==> config.mk <==
export PLATFORM = sky130hd
export DESIGN_NAME = linkFramer
export DESIGN_NICKNAME = d
export VERILOG_FILES = /design/src/rtl/linkFramerPkg.sv /design/src/rtl/linkCtrl.sv /design/src/rtl/linkDatapath.sv /design/src/rtl/linkFramer.sv
export SDC_FILE = /design/constraint.sdc
export NUM_CORES = 1
export LEC_CHECK = 0
export CAP_MARGIN = 20
export CORE_UTILIZATION = 45
export DETAILED_ROUTE_END_ITERATION = 8
export GPL_TIMING_DRIVEN = 0
export PLACE_DENSITY = 0.75
export REMOVE_ABC_BUFFERS = 1
export SKIP_LAST_GASP = 1
export SLEW_MARGIN = 0
export SYNTH_ARGS = -nofsm -noshare
export SYNTH_HDL_FRONTEND = slang
export SYNTH_SLANG_ARGS = --single-unit
export TNS_END_PERCENT = 10
==> constraint.sdc <==
create_clock -name clk -period 3.9 [get_ports clk]
set_input_delay 0.585 -clock clk [delete_from_list [all_inputs] [get_ports clk]]
set_output_delay 0.585 -clock clk [all_outputs]
set_load 0.1 [all_outputs]
==> src/rtl/linkFramerPkg.sv <==
package linkFramerPkg;

  typedef enum logic [1:0] {
    LS_QUIET  = 2'b00,
    LS_SYNC   = 2'b01,
    LS_LOCKED = 2'b10,
    LS_DATA   = 2'b11
  } linkState_t;

  // slice selector width; WORD_SLICES must not exceed 2**SEL_W
  localparam int SEL_W = 2;

  typedef struct packed {
    logic             txActive;  // line cycle carries data
    logic             txLoad;    // take txWord, send slice 0
    logic [SEL_W-1:0] txSel;     // slice index to put on the line
    logic             rxCapture; // sampled cycle is Data
    logic [SEL_W-1:0] rxSel;     // slice index of the sampled cycle
    logic             rxCommit;  // sampled cycle closes a word
  } ctrlStrobes_t;

endpackage

==> src/rtl/linkCtrl.sv <==
module linkCtrl
  import linkFramerPkg::*;
#(
  parameter int WORD_SLICES = 3
) (
  input  logic         clk,
  input  logic         rst,
  input  logic [1:0]   txReqState,
  input  logic         rxStateRise,
  input  logic         rxStateFall,
  output ctrlStrobes_t strb,
  output logic         txReady,
  output logic         lineStateRise,
  output logic         lineStateFall,
  output logic [1:0]   rxLinkState,
  output logic         rxWordValid,
  output logic         rxSyncReq
);

  localparam logic [SEL_W-1:0] LAST = SEL_W'(WORD_SLICES - 1);

  linkState_t       txLine;
  logic [SEL_W-1:0] txPh;
  logic [SEL_W-1:0] txNext;
  logic             txReqD;

  linkState_t       rxCur;
  linkState_t       rxPrev;
  logic [SEL_W-1:0] rxPh;
  logic [SEL_W-1:0] rxIdx;
  logic             rxAbort;

  always_comb begin
    txReqD = (linkState_t'(txReqState) == LS_DATA);
    txNext = ((txLine == LS_DATA) && (txPh != LAST)) ? txPh + 1'b1 : '0;

    rxCur   = linkState_t'({rxStateFall, rxStateRise});
    rxIdx   = (rxPrev == LS_DATA) ? rxPh : '0;
    rxAbort = (rxPrev == LS_DATA) && (rxCur != LS_DATA) && (rxPh != '0);

    strb.txActive  = txReqD;
    strb.txLoad    = txReqD && (txNext == '0);
    strb.txSel     = txNext;
    strb.rxCapture = (rxCur == LS_DATA);
    strb.rxSel     = rxIdx;
    strb.rxCommit  = (rxCur == LS_DATA) && (rxIdx == LAST);
  end

  assign txReady       = strb.txLoad;
  assign lineStateRise = txLine[0];
  assign lineStateFall = txLine[1];
  assign rxLinkState   = rxPrev;

  always_ff @(posedge clk) begin
    if (rst) begin
      txLine      <= LS_QUIET;
      txPh        <= '0;
      rxPrev      <= LS_QUIET;
      rxPh        <= '0;
      rxWordValid <= 1'b0;
      rxSyncReq   <= 1'b0;
    end else begin
      txLine      <= linkState_t'(txReqState);
      txPh        <= txReqD ? txNext : '0;
      rxPrev      <= rxCur;
      rxPh        <= (rxCur == LS_DATA) ? ((rxIdx == LAST) ? '0 : rxIdx + 1'b1) : '0;
      rxWordValid <= strb.rxCommit;
      rxSyncReq   <= rxAbort;
    end
  end

  // a word is only taken when Data is requested
  p_ready_needs_data_r4: assert property (@(posedge clk) disable iff (rst)
    txReady |-> (txReqState == 2'b11));

  // a taken word is followed by a Data line cycle
  p_ready_then_data_r1: assert property (@(posedge clk) disable iff (rst)
    txReady |=> (lineStateRise && lineStateFall));

  // a word pulse only follows a Data cycle
  p_valid_in_data_r7: assert property (@(posedge clk) disable iff (rst)
    rxWordValid |-> (rxLinkState == 2'b11));

  // a resync pulse marks an exit from Data
  p_sync_on_exit_r9: assert property (@(posedge clk) disable iff (rst)
    rxSyncReq |-> ((rxLinkState != 2'b11) && ($past(rxLinkState) == 2'b11)));

  // a cut word never completes
  p_sync_excl_valid_r9: assert property (@(posedge clk) disable iff (rst)
    !(rxSyncReq && rxWordValid));

endmodule

==> src/rtl/linkDatapath.sv <==
module linkDatapath
  import linkFramerPkg::*;
#(
  parameter int SLICE_W     = 3,
  parameter int WORD_SLICES = 3,
  localparam int CYC_W      = 2 * SLICE_W,
  localparam int WORD_W     = CYC_W * WORD_SLICES
) (
  input  logic              clk,
  input  logic              rst,
  input  ctrlStrobes_t      strb,
  input  logic [WORD_W-1:0] txWord,
  output logic [CYC_W-1:0]  txLineData,
  input  logic [CYC_W-1:0]  rxLineData,
  output logic [WORD_W-1:0] rxWord
);

  localparam int HOLD_W = WORD_W - CYC_W;
  localparam int SEL_N  = 2 ** SEL_W;

  logic [HOLD_W-1:0] txHold;
  logic [CYC_W-1:0]  txSlices [SEL_N];
  logic [HOLD_W-1:0] rxAsm;

  // transmit slice choices: slice 0 straight from the input word
  for (genvar g = 0; g < SEL_N; g++) begin : gTxSel
    if (g == 0) begin : gFirst
      assign txSlices[g] = txWord[CYC_W-1:0];
    end else if (g < WORD_SLICES) begin : gHeld
      assign txSlices[g] = txHold[(g-1)*CYC_W +: CYC_W];
    end else begin : gUnused
      assign txSlices[g] = '0;
    end
  end

  always_ff @(posedge clk) begin
    if (rst) begin
      txHold     <= '0;
      txLineData <= '0;
    end else begin
      if (strb.txLoad) txHold <= txWord[WORD_W-1:CYC_W];
      txLineData <= strb.txActive ? txSlices[strb.txSel] : '0;
    end
  end

  // receive: one register per leading slice, last slice joins at commit
  for (genvar g = 0; g < WORD_SLICES - 1; g++) begin : gRxSlice
    logic [CYC_W-1:0] sliceReg;
    always_ff @(posedge clk) begin
      if (rst) sliceReg <= '0;
      else if (strb.rxCapture && (strb.rxSel == SEL_W'(g))) sliceReg <= rxLineData;
    end
    assign rxAsm[g*CYC_W +: CYC_W] = sliceReg;
  end

  always_ff @(posedge clk) begin
    if (rst) rxWord <= '0;
    else if (strb.rxCommit) rxWord <= {rxLineData, rxAsm};
  end

  // the first slice of a taken word reaches the line next cycle
  p_load_slice0_r3: assert property (@(posedge clk) disable iff (rst)
    strb.txLoad |=> (txLineData == $past(txWord[CYC_W-1:0])));

  // the last slice of a committed word is the last sampled slice
  p_commit_top_r7: assert property (@(posedge clk) disable iff (rst)
    strb.rxCommit |=> (rxWord[WORD_W-1:HOLD_W] == $past(rxLineData)));

endmodule

==> src/rtl/linkFramer.sv <==
module linkFramer
  import linkFramerPkg::*;
#(
  parameter int SLICE_W     = 3,
  parameter int WORD_SLICES = 3,
  localparam int CYC_W      = 2 * SLICE_W,
  localparam int WORD_W     = CYC_W * WORD_SLICES
) (
  input  logic              clk,
  input  logic              rst,
  input  logic [1:0]        txReqState,
  input  logic [WORD_W-1:0] txWord,
  output logic              txReady,
  output logic              lineStateRise,
  output logic              lineStateFall,
  output logic [SLICE_W-1:0] lineDataRise,
  output logic [SLICE_W-1:0] lineDataFall,
  input  logic              rxStateRise,
  input  logic              rxStateFall,
  input  logic [SLICE_W-1:0] rxDataRise,
  input  logic [SLICE_W-1:0] rxDataFall,
  output logic [1:0]        rxLinkState,
  output logic [WORD_W-1:0] rxWord,
  output logic              rxWordValid,
  output logic              rxSyncReq
);

  ctrlStrobes_t     strb;
  logic [CYC_W-1:0] txLineData;

  linkCtrl #(.WORD_SLICES(WORD_SLICES)) uCtrl (
    .clk          (clk),
    .rst          (rst),
    .txReqState   (txReqState),
    .rxStateRise  (rxStateRise),
    .rxStateFall  (rxStateFall),
    .strb         (strb),
    .txReady      (txReady),
    .lineStateRise(lineStateRise),
    .lineStateFall(lineStateFall),
    .rxLinkState  (rxLinkState),
    .rxWordValid  (rxWordValid),
    .rxSyncReq    (rxSyncReq)
  );

  linkDatapath #(.SLICE_W(SLICE_W), .WORD_SLICES(WORD_SLICES)) uData (
    .clk       (clk),
    .rst       (rst),
    .strb      (strb),
    .txWord    (txWord),
    .txLineData(txLineData),
    .rxLineData({rxDataFall, rxDataRise}),
    .rxWord    (rxWord)
  );

  assign lineDataRise = txLineData[SLICE_W-1:0];
  assign lineDataFall = txLineData[CYC_W-1:SLICE_W];

  // data wires stay low outside Data
  p_idle_data_low_r5: assert property (@(posedge clk) disable iff (rst)
    !(lineStateRise && lineStateFall) |-> (lineDataRise == '0 && lineDataFall == '0));

endmodule

==> run summary, run 1 <==
Status -> complete, no violations
DP HPWL -> 2929 um
CTS Buffer Depth -> 2
IO Port Bufs -> 60
Clk slew on worst S/H paths -> 60 ps
Worst skew pair latency -> 330 ps
Final setup fails -> 0
Rel. slew slack -> 33.55%
Critical path's largest stage delay -> 750 ps
Worst-Margin Slew -> 993.6 ps
Max-cap check violation count -> 0
Register area -> 1161 sq um
Synthesized instance count -> 234
Pin count of the biggest net entering global routing -> 63
Pre-Repair DR Iteration Count -> 4
GR Util All Layers -> 18.52%
Number of synthesized register bits -> 58
Tcrit/Tclk final -> 88.16%
CTS tree -> built
Post-DRT Antenna Nets -> 0
Root buffer cell -> clkbuf_8
Post-CTS setup buffer count -> 0
Non-filler cells in the finished layout -> 362
Total gr overflow -> 0
Die X -> 73.04 um
F_max -> 290.8 MHz
Vias in the first global route -> 1609
Critical Path Fanout Max -> 14
Element type at the critical path start -> flip-flop
Top_reg_cell synth -> dfxtp_1
Critical path class -> reg -> out
EDFF count, synth -> 0
Row cnt -> 25
Synth warn -> 0
Critical Path AT -> 2850 ps
Clock sink count -> 58
Crit-path cells -> inv_1 -> ha_1 -> nand4bb_2 -> and4b_1 -> clkbuf_2
Die H -> 73.04 um
Share of cells above drive strength 1 -> 6.780%
DIE AREA -> 5335 sq um
N_diodes -> 0
# nets final -> 324
Multi-input logic area -> 998.5 sq um
Vias -> 1727
Buffers & Inverters on Critical Path -> 2
Ports -> 61
Maximum VDD drop -> 0.2950 mV
First-pass GRT wire length -> 7286 um
Max Clock Skew -> 5.594 ps
Starting Density -> 47.45%
Post-Syn Area -> 2271 sq um
PD cells -> 415.2 nW/um^2
Final Hold Fails -> 0
Core Region -> 4786 sq um
Core Util, Final -> 64.08%
Synth cell types -> 23
Wire per inst -> 12.52 um
Initial antenna violation count -> 0
Syn Area/Cell -> 9.705 sq um
WHS -> 453.2 ps
Max-slew violations -> 0
Gpl congestion -> 0.6884
Area leader, netlist -> dfxtp_1
Required @ worst endpoint -> 3310 ps
Top delay family on crit path -> simple AND/OR/NAND/NOR gates
Area growth syn-to-layout -> 35.04%
Seq/Total Area, Yosys -> 51.13%
Area contributors post-synth -> dfxtp_1 (51%), mux2i_1 (13%), nand2b_1 (6.6%)
Vias per Instance -> 4.771
Post-route DRC -> 0
Lkg Pwr -> 1.189 nW
Hold Crit Class -> reg -> reg
Number of CTS-inserted buffers -> 9
Post-Route WL -> 4534 um
Fillers -> 401
RSZ-0062 raised after global routing -> no
Top-area cell type share of the netlist area -> 51.13%
Critical path capture point type -> primary output
Final setup TNS -> 0 ps
Post-synth ARST share -> 0%
Minimum clock period -> 3438 ps
Critical-path top delay cell -> and4b_1
DP Cell Count -> 346
Initial DRC Count -> 69
Htree depth -> 3
[registers in the layout (all words and copies together), names as in the netlist]
| register | count |
|---|---|
| uCtrl.rxLinkState | 2 |
| uCtrl.rxPh | 2 |
| uCtrl.rxSyncReq | 1 |
| uCtrl.rxWordValid | 1 |
| uCtrl.txLine | 2 |
| uCtrl.txPh | 2 |
| uData.gRxSlice.sliceReg | 12 |
| uData.rxWord | 18 |
| uData.txHold | 12 |
| uData.txLineData | 6 |
[path summary, 6_finish.rpt]
kind,slack (ps),end,cells after the start,startpoint
min,450,uData.rxWord[0],2,uData.gRxSlice[0].sliceReg[0]
max reg2reg,1530,uData.txHold[4],5,uCtrl.txPh[0]
max,460,txReady,5,uCtrl.txPh[0]
min reg2reg,450,uData.rxWord[0],2,uData.gRxSlice[0].sliceReg[0]
[cells by family (layout without fill, tap and decap cells)]
group,after synthesis,count (layout),share of synthesized area (%)
AOI/OAI and AO/OA,31,31,7.659
DFF,58,58,51.13
and+or+nand+nor,92,92,20.88
buffers and inverters,19,80,4.903
adders and majority gates,4,4,2.204
muxes,30,30,13.22
[area by class of cell]
| class | instances | area share (%) |
|---|---|---|
| sequential | 58 | 37.86 |
| multi-input combinational | 157 | 32.56 |
| timing repair buffer | 61 | 19.91 |
| clock buffer | 15 | 6.406 |
| tap | 67 | 2.734 |
| inverter | 3 | 0.3672 |
| clock inverter | 1 | 0.1632 |
[routing by layer]
layer  vias up  wire [um]  GRT usage, %
li1        895          -             -
met1       778       2056         20.88
met2        46       2119         30.14
met3         8        276         7.182
met4         0         80         9.804
met5         -          0             0
[where the power goes]
| part | internal (W) | switching [W] |
|---|---|---|
| registers | 0.000607 | 0.00000755 |
| logic | 0.0000537 | 0.0000659 |
| clock network | 0.000317 | 0.000223 |
[tightest hold or removal path: stages, from the launching register on]
cell and delay (ps):
dfxtp_1 310, nand2_1 50, a21oi_1 50
[synth_stat cells, types with 2 or more instances]
library cell,instances
nand3_1,5
dfxtp_1,58
nand2_1,38
ha_1,4
nor2b_1,4
nor2_1,14
clkbuf_1,10
buf_6,3
nand2b_1,24
mux2i_1,30
inv_1,3
a21oi_1,24
a211oi_1,6
and3_1,2
[placed cells by master, fill, tap and decap left out]
cell type and count:
inv_1 3, dfxtp_1 58, nor4_1 1, and4b_1 1
ha_1 4, nand2_1 38, and3_1 2, clkbuf_8 14
nor4b_1 1, clkbuf_1 1, clkbuf_2 1, nor2b_1 4
nor2_1 14, nand3_1 5, nand4bb_2 1, nor4bb_4 1
a211oi_1 6, buf_2 1, clkdlybuf4s50_1 58, mux2i_1 30
buf_12 1, nand2b_1 24, clkinv_2 1, a221oi_1 1
a21oi_1 24
[metrics by stage]
step	total power, W	cell area [sq um]	setup WS [ps]
3_3_place_gp	0.0007455	2855	91.61
3_5_place_dp	0.0007475	2870	101.5
4_1_cts	0.001285	3070	68.61
2_1_floorplan	0.0006903	2171	905.9
5_1_grt	0.001320	3067	290.2
6_report	0.001273	3067	461.6
[timing repair]
item / in CTS / in global routing
hold buffers: 0 / 0
gates cloned: 0 / 0
resized for setup: 1 / 2
pin swaps: 0 / 0
endpoints found under the setup margin: 1 / 1
No activity file was read; power rests on OpenSTA's default activity.
==> inputs of run 2 (changes only) <==
--- a/config.mk
+++ b/config.mk
@@ -6,9 +6,11 @@
 export NUM_CORES = 1
 export LEC_CHECK = 0
 export CAP_MARGIN = 20
+export CORE_ASPECT_RATIO = 0.8
 export CORE_UTILIZATION = 45
 export DETAILED_ROUTE_END_ITERATION = 8
 export GPL_TIMING_DRIVEN = 0
+export HOLD_SLACK_MARGIN = 0.1
 export PLACE_DENSITY = 0.75
 export REMOVE_ABC_BUFFERS = 1
 export SKIP_LAST_GASP = 1
==> run 2 against run 1 <==
Against the previous run: global-route usage grew 0.85 points; sequential power about the same; power rose by 0.60%; worst setup slack worse by 77 ps; utilization is 0.38 points higher; hold slack got worse by 1.1 ps; via count is 0.46% higher; die area about the same; maximum frequency decreased by 2.2%; flip-flop and latch count unchanged; first-iteration DRC count rose by 38%; sequential share of layout area is 0.41 points higher; critical path type unchanged; largest cell class unchanged.
==> run summary, run 2 (synthesis results as in run 1) <==
Buffers & Inverters on Critical Path -> 2 (unchanged)
Lkg Pwr -> 1.175 nW (-1.2%)
Top delay family on crit path -> simple AND/OR/NAND/NOR gates
DIE AREA -> 5337 sq um (about the same)
Share of cells above drive strength 1 -> 5.782% (-1.0 points)
Minimum clock period -> 3515 ps (+76.52 ps)
Tcrit/Tclk final -> 90.13% (+2.0 points)
Worst skew pair latency -> 330 ps (about the same)
Area growth syn-to-layout -> 33.61%
Post-route DRC -> 0 (unchanged)
Critical path class -> reg -> out
Crit-path cells -> inv_1 -> ha_1 -> nand4bb_2 -> and4b_1 -> clkbuf_2
Element type at the critical path start -> flip-flop
First-pass GRT wire length -> 7617 um (+4.5%)
Pin count of the biggest net entering global routing -> 63 (unchanged)
Reg power frac -> 48.0% (-0.2 points)
Final setup fails -> 0 (unchanged)
Post-CTS setup buffer count -> 0 (unchanged)
Htree depth -> 3 (unchanged)
Total gr overflow -> 0 (unchanged)
Flop-to-flop setup slack -> 1470 ps (-60 ps)
CTS Buffer Depth -> 2 (unchanged)
Max Clock Skew -> 4.375 ps (-1.219 ps)
Vias -> 1735 (+0.46%)
Clock share of power -> 42.8% (+0.4 points)
Initial antenna violation count -> 0 (unchanged)
Max FFs per register -> 18 (unchanged)
Ports -> 61 (unchanged)
Max-cap check violation count -> 0 (unchanged)
Reg-to-Reg End -> uData.txHold[11]
GR Util All Layers -> 19.37% (+0.85 points)
Die H -> 65.54 um (-10%)
Pre-Repair DR Iteration Count -> 4 (unchanged)
Die X -> 81.43 um (+11%)
R2r startpoint -> uCtrl.txPh[0]
Critical-path top delay cell -> and4b_1
Wire per inst -> 12.47 um (-0.40%)
RSZ-0062 raised after global routing -> no
Top Registers -> uData.rxWord: 18 flops, uData.gRxSlice.sliceReg: 12 flops, uData.txHold: 12 flops
Starting Density -> 48.25% (+0.79 points)
Maximum VDD drop -> 0.2475 mV (-16%)
Status -> complete, no violations
Vias in the first global route -> 1739 (+8.1%)
Top reg by flops -> uData.rxWord
Post-Route WL -> 4416 um (-2.6%)
Total power -> 0.001281 W (+0.60%)
Critical Path AT -> 2930 ps (+80 ps)
Vias per Instance -> 4.901 (+2.7%)
Hold Crit Class -> reg -> reg
Critical path capture point type -> primary output
Non-filler cells in the finished layout -> 354 (-2.2%)
Gpl congestion -> 0.7350 (+6.8%)
Net Sw Frac -> 22.86% (-0.40 points)
Rel. slew slack -> 34.21% (+0.65 points)
Number of CTS-inserted buffers -> 9 (unchanged)
Clk slew on worst S/H paths -> 60 ps (about the same)
P_int -> 0.0009881 W (+1.1%)
R2R depth -> 5 (unchanged)
DP Cell Count -> 338 (-2.3%)
IO Port Bufs -> 60 (unchanged)
Root buffer cell -> clkbuf_8
PD cells -> 422.1 nW/um^2 (+1.7%)
Switching power -> 0.0002928 W (-1.1%)
CTS tree -> built
F_max -> 284.5 MHz (-2.2%)
Row cnt -> 22 (-12%)
Combinational group share of total power -> 9.2% (-0.2 points)
DP HPWL -> 2917 um (-0.41%)
Critical hold path startpoint -> uData.rxWord[11]
Core Region -> 4707 sq um (-1.6%)
Most frequent cells in the layout -> clkdlybuf4s50_1 (58), dfxtp_1 (58), nand2_1 (38)
Clock sink count -> 58 (unchanged)
WHS Path Cells -> 2 (unchanged)
Hold Crit Endpoint -> uData.rxWord[11]
Max-slew violations -> 0 (unchanged)
Final setup TNS -> 0 ps (unchanged)
Final Hold Fails -> 0 (unchanged)
Worst-Margin Slew -> 983.8 ps (-9.781 ps)
N_diodes -> 0 (unchanged)
Initial DRC Count -> 95 (+38%)
# nets final -> 323 (-0.31%)
Required @ worst endpoint -> 3310 ps (about the same)
Critical Path Fanout Max -> 14 (unchanged)
Post-DRT Antenna Nets -> 0 (unchanged)
Critical path's largest stage delay -> 790 ps (+40 ps)
run 2: cell types whose count changed in the layout (fill, tap and decap cells not counted), sizes merged:
| cell | before | now |
|---|---|---|
| buf | 2 | 1 |
| bufinv | 0 | 1 |
| clkbuf | 16 | 15 |
run 2: metrics by stage:
| stage | hold WS [ps] | worst slack, ps | util [%] | area, sq um |
|---|---|---|---|---|
| 2_1_floorplan | 425.5 | 905.9 | - | 2171 |
| 3_3_place_gp | 440.5 | 99.30 | 60.47 | 2846 |
| 3_5_place_dp | 446.5 | 65.90 | 60.37 | 2841 |
| 4_1_cts | 454.9 | 34.51 | 64.54 | 3038 |
| 5_1_grt | 466.8 | 222.0 | 64.46 | 3034 |
| 6_report | 452.1 | 385.1 | 64.46 | 3034 |
run 2: layout make-up:
type | instances | area (sq um)
Inverter | 3 | 11.26
Tap cell | 60 | 75.07
Sequential cell | 58 | 1161
Multi-Input combinational cell | 157 | 998.5
Clock buffer | 14 | 162.7
Clock inverter | 2 | 35.03
Timing Repair Buffer | 60 | 590.6
Fill cell | 415 | 1673
run 2: metal layers:
layer / track usage (%) / wire (um)
met1: 22.61 / 2195
met2: 31.15 / 1956
met3: 8.750 / 202
met4: 6.696 / 62
met5: 0 / 0
run 2: worst min-delay path, cell delays in order, from the launching register on:
cell     delay (ps)
dfxtp_1         300
nand2_1          50
a21oi_1          50
run 2: power groups by stage:
stage	sequential (W)	clock [W]	combinational (W)
floorplan	0.000654	0	0.0000366
global placement	0.000627	0	0.000119
detailed placement	0.000627	0	0.000119
CTS	0.000614	0.000564	0.000119
global route	0.000615	0.000590	0.000126
finish	0.000614	0.000549	0.000118
run 2: what timing repair did:
| action | 4_1_cts | 5_1_grt |
|---|---|---|
| resized for setup | 1 | 2 |
| hold buffers | 0 | 0 |
| setup endpoints to repair | 1 | 1 |
| pin swaps | 0 | 0 |
run 2: worst max path at each step:
| stage | end | slack [ps] | cells after the start | startpoint |
|---|---|---|---|---|
| CTS | txReady | 30 | 5 | uCtrl.txPh[0] |
| finish | txReady | 390 | 5 | uCtrl.txPh[0] |
| floorplan | txReady | 910 | 2 | uCtrl.txLine[1] |
| global route | txReady | 220 | 5 | uCtrl.txPh[0] |
| global placement | txReady | 100 | 5 | uCtrl.txPh[0] |
| detailed placement | txReady | 70 | 5 | uCtrl.txPh[0] |
==> inputs of run 3 (changes only) <==
--- a/config.mk
+++ b/config.mk
@@ -7,7 +7,9 @@
 export LEC_CHECK = 0
 export CAP_MARGIN = 20
 export CORE_ASPECT_RATIO = 0.8
+export CORE_MARGIN = 1
 export CORE_UTILIZATION = 45
+export CTS_BUF_LIST = sky130_fd_sc_hd__clkbuf_8
 export DETAILED_ROUTE_END_ITERATION = 8
 export GPL_TIMING_DRIVEN = 0
 export HOLD_SLACK_MARGIN = 0.1
==> constraint.sdc (replaced) <==
create_clock -name clk -period 4 [get_ports clk]
set_input_delay 0.6 -clock clk [delete_from_list [all_inputs] [get_ports clk]]
set_output_delay 0.6 -clock clk [all_outputs]
set_load 0.1 [all_outputs]
==> run 3 against run 2 <==
Against the previous run: flip-flop and latch count did not move; critical path depth did not move; die area unchanged; non-clock buffer count is the same; cell count did not move; utilization stayed put; first-iteration DRC count up 1.1%; clock skew rose by 0.60 ps; sequential share of layout area did not move; sequential power shrank 2%; combinational power about the same; largest power group unchanged.
==> run summary, run 3 (synthesis results as in run 1) <==
Flop-to-flop setup slack -> 1570 ps (+100 ps)
CTS Buffer Depth -> 2 (unchanged)
Hold Buf Count CTS -> 0 (unchanged)
Ports -> 61 (unchanged)
GR Util All Layers -> 19.37% (unchanged)
Maximum VDD drop -> 0.2413 mV (-2.5%)
Post-DRT Antenna Nets -> 0 (unchanged)
CTS tree -> built
Critical path class -> reg -> out
Design Area, Final -> 3034 sq um (unchanged)
Post-DP Area -> 2841 sq um (unchanged)
IO Port Bufs -> 60 (unchanged)
Hold Crit Class -> reg -> reg
Highest Signal Layer -> met4
Critical Path Fanout Max -> 14 (unchanged)
Element type at the critical path start -> flip-flop
Area growth syn-to-layout -> 33.61% (unchanged)
Tcrit/Tclk final -> 87.99%
Met3 wire len -> 221 um (+9.4%)
Clock sink count -> 58 (unchanged)
Initial DRC Count -> 96 (+1.1%)
Total gr overflow -> 0 (unchanged)
Gpl congestion -> 0.7350 (unchanged)
Top reg by flops -> uData.rxWord
Met2 Routed Length -> 1948 um (-0.41%)
Post-Route WL -> 4412 um (about the same)
Max FFs per register -> 18 (unchanged)
Post-route DRC -> 0 (unchanged)
Die H -> 65.54 um (unchanged)
Max-cap check violation count -> 0 (unchanged)
PD cells -> 408.9 nW/um^2 (-3.1%)
First-pass GRT wire length -> 7617 um (unchanged)
Worst-Margin Slew -> 982.1 ps (-1.726 ps)
Final Hold Fails -> 0 (unchanged)
R2r startpoint -> uCtrl.txPh[0]
Top Registers -> uData.rxWord: 18 flops, uData.gRxSlice.sliceReg: 12 flops, uData.txHold: 12 flops
Fillers -> 415 (unchanged)
Pin count of the biggest net entering global routing -> 63 (unchanged)
DIE AREA -> 5337 sq um (unchanged)
Hold Crit Endpoint -> uData.rxWord[11]
R2R depth -> 5 (unchanged)
N_diodes -> 0 (unchanged)
Clk slew on worst S/H paths -> 60 ps (about the same)
Vias in the first global route -> 1739 (unchanged)
Starting Density -> 48.25% (unchanged)
Setup WS pre-CTS -> 150.9 ps (+85.00 ps)
Wire per inst -> 12.46 um (about the same)
Row cnt -> 22 (unchanged)
Share of cells above drive strength 1 -> 5.782% (unchanged)
Met1 WL -> 2181 um (-0.64%)
Critical path capture point type -> primary output
Final setup margin -> 480.4 ps (+95.33 ps)
Worst skew pair latency -> 330 ps (about the same)
Root buffer cell -> clkbuf_8
Max-slew violations -> 0 (unchanged)
# nets final -> 323 (unchanged)
DP HPWL -> 2917 um (unchanged)
Vias per Instance -> 4.890 (-0.23%)
Rel. slew slack -> 34.32% (+0.12 points)
Most frequent cells in the layout -> clkdlybuf4s50_1 (58), dfxtp_1 (58), nand2_1 (38)
Status -> complete, no violations
Required @ worst endpoint -> 3400 ps (+90 ps)
Final setup fails -> 0 (unchanged)
Number of CTS-inserted buffers -> 9 (unchanged)
Lkg Pwr -> 1.187 nW (+1.1%)
WHS Path Cells -> 2 (unchanged)
F_max -> 284.1 MHz
Reg-to-Reg End -> uData.txHold[11]
Critical hold path startpoint -> uData.rxWord[11]
Pre-Repair DR Iteration Count -> 4 (unchanged)
Max Clock Skew -> 4.976 ps (+0.6011 ps)
Core Region -> 4707 sq um (unchanged)
Vias -> 1731 (-0.23%)
Critical Path AT -> 2920 ps (about the same)
Die X -> 81.43 um (unchanged)
Minimum clock period -> 3520 ps
Htree depth -> 3 (unchanged)
Final setup TNS -> 0 ps (unchanged)
RSZ-0062 raised after global routing -> no
Initial antenna violation count -> 0 (unchanged)
run 3: cell types whose count changed in the layout (fill, tap and decap cells not counted), sizes merged:
cell	delta
clkbuf	-3
inv	+3
run 3: routing by layer:
| layer | track usage, % | vias up |
|---|---|---|
| li1 | - | 891 |
| met1 | 22.61 | 795 |
| met2 | 31.15 | 38 |
| met3 | 8.750 | 7 |
| met4 | 6.696 | 0 |
| met5 | 0 | - |
run 3: critical path, stage by stage (launching register included):
cell and delay (ps):
dfxtp_1 540, inv_1 90, ha_1 280, nand4bb_2 310
and4b_1 790, clkbuf_2 590
run 3: area by class of cell:
class                           count  area [sq um]  share of cell area (%)
Clock buffer                       11         151.4                   4.990
Clock inverter                      5         46.29                   1.526
Inverter                            3         11.26                  0.3711
Multi-Input combinational cell    157         998.5                   32.91
Sequential cell                    58          1161                   38.27
Tap cell                           60         75.07                   2.474
Timing Repair Buffer               60         590.6                   19.46
run 3: worst max-delay path by stage:
stage,start,endpoint,slack [ps]
2_1_floorplan,uCtrl.txLine[1],txReady,990
3_3_place_gp,uCtrl.txPh[0],txReady,180
3_5_place_dp,uCtrl.txPh[0],txReady,150
4_1_cts,uCtrl.txPh[0],txReady,120
5_1_grt,uCtrl.txPh[0],txReady,310
6_report,uCtrl.txPh[0],txReady,480
run 3: through the flow:
stage / hold slack [ps] / power, W / util (%) / cells
after floorplan: 425.5 / 0.0006730 / - / 218
final: 452.1 / 0.001241 / 64.46 / 354
after detailed placement: 446.5 / 0.0007276 / 60.37 / 338
after global routing: 466.8 / 0.001291 / 64.46 / 354
after CTS: 454.9 / 0.001258 / 64.54 / 354
after global placement: 440.5 / 0.0007271 / 60.47 / 338
run 3: what timing repair did:
item,CTS,global route
endpoints found under the setup margin,1,1
gates cloned,0,0
gates resized for setup,1,2
buffers inserted,0,0
run 3: power by group:
group,switching [W],leakage (nW),internal [W]
sequential,0.00000734,0.471,0.000591
combinational,0.0000643,0.603,0.0000505
clock,0.000213,0.113,0.000314
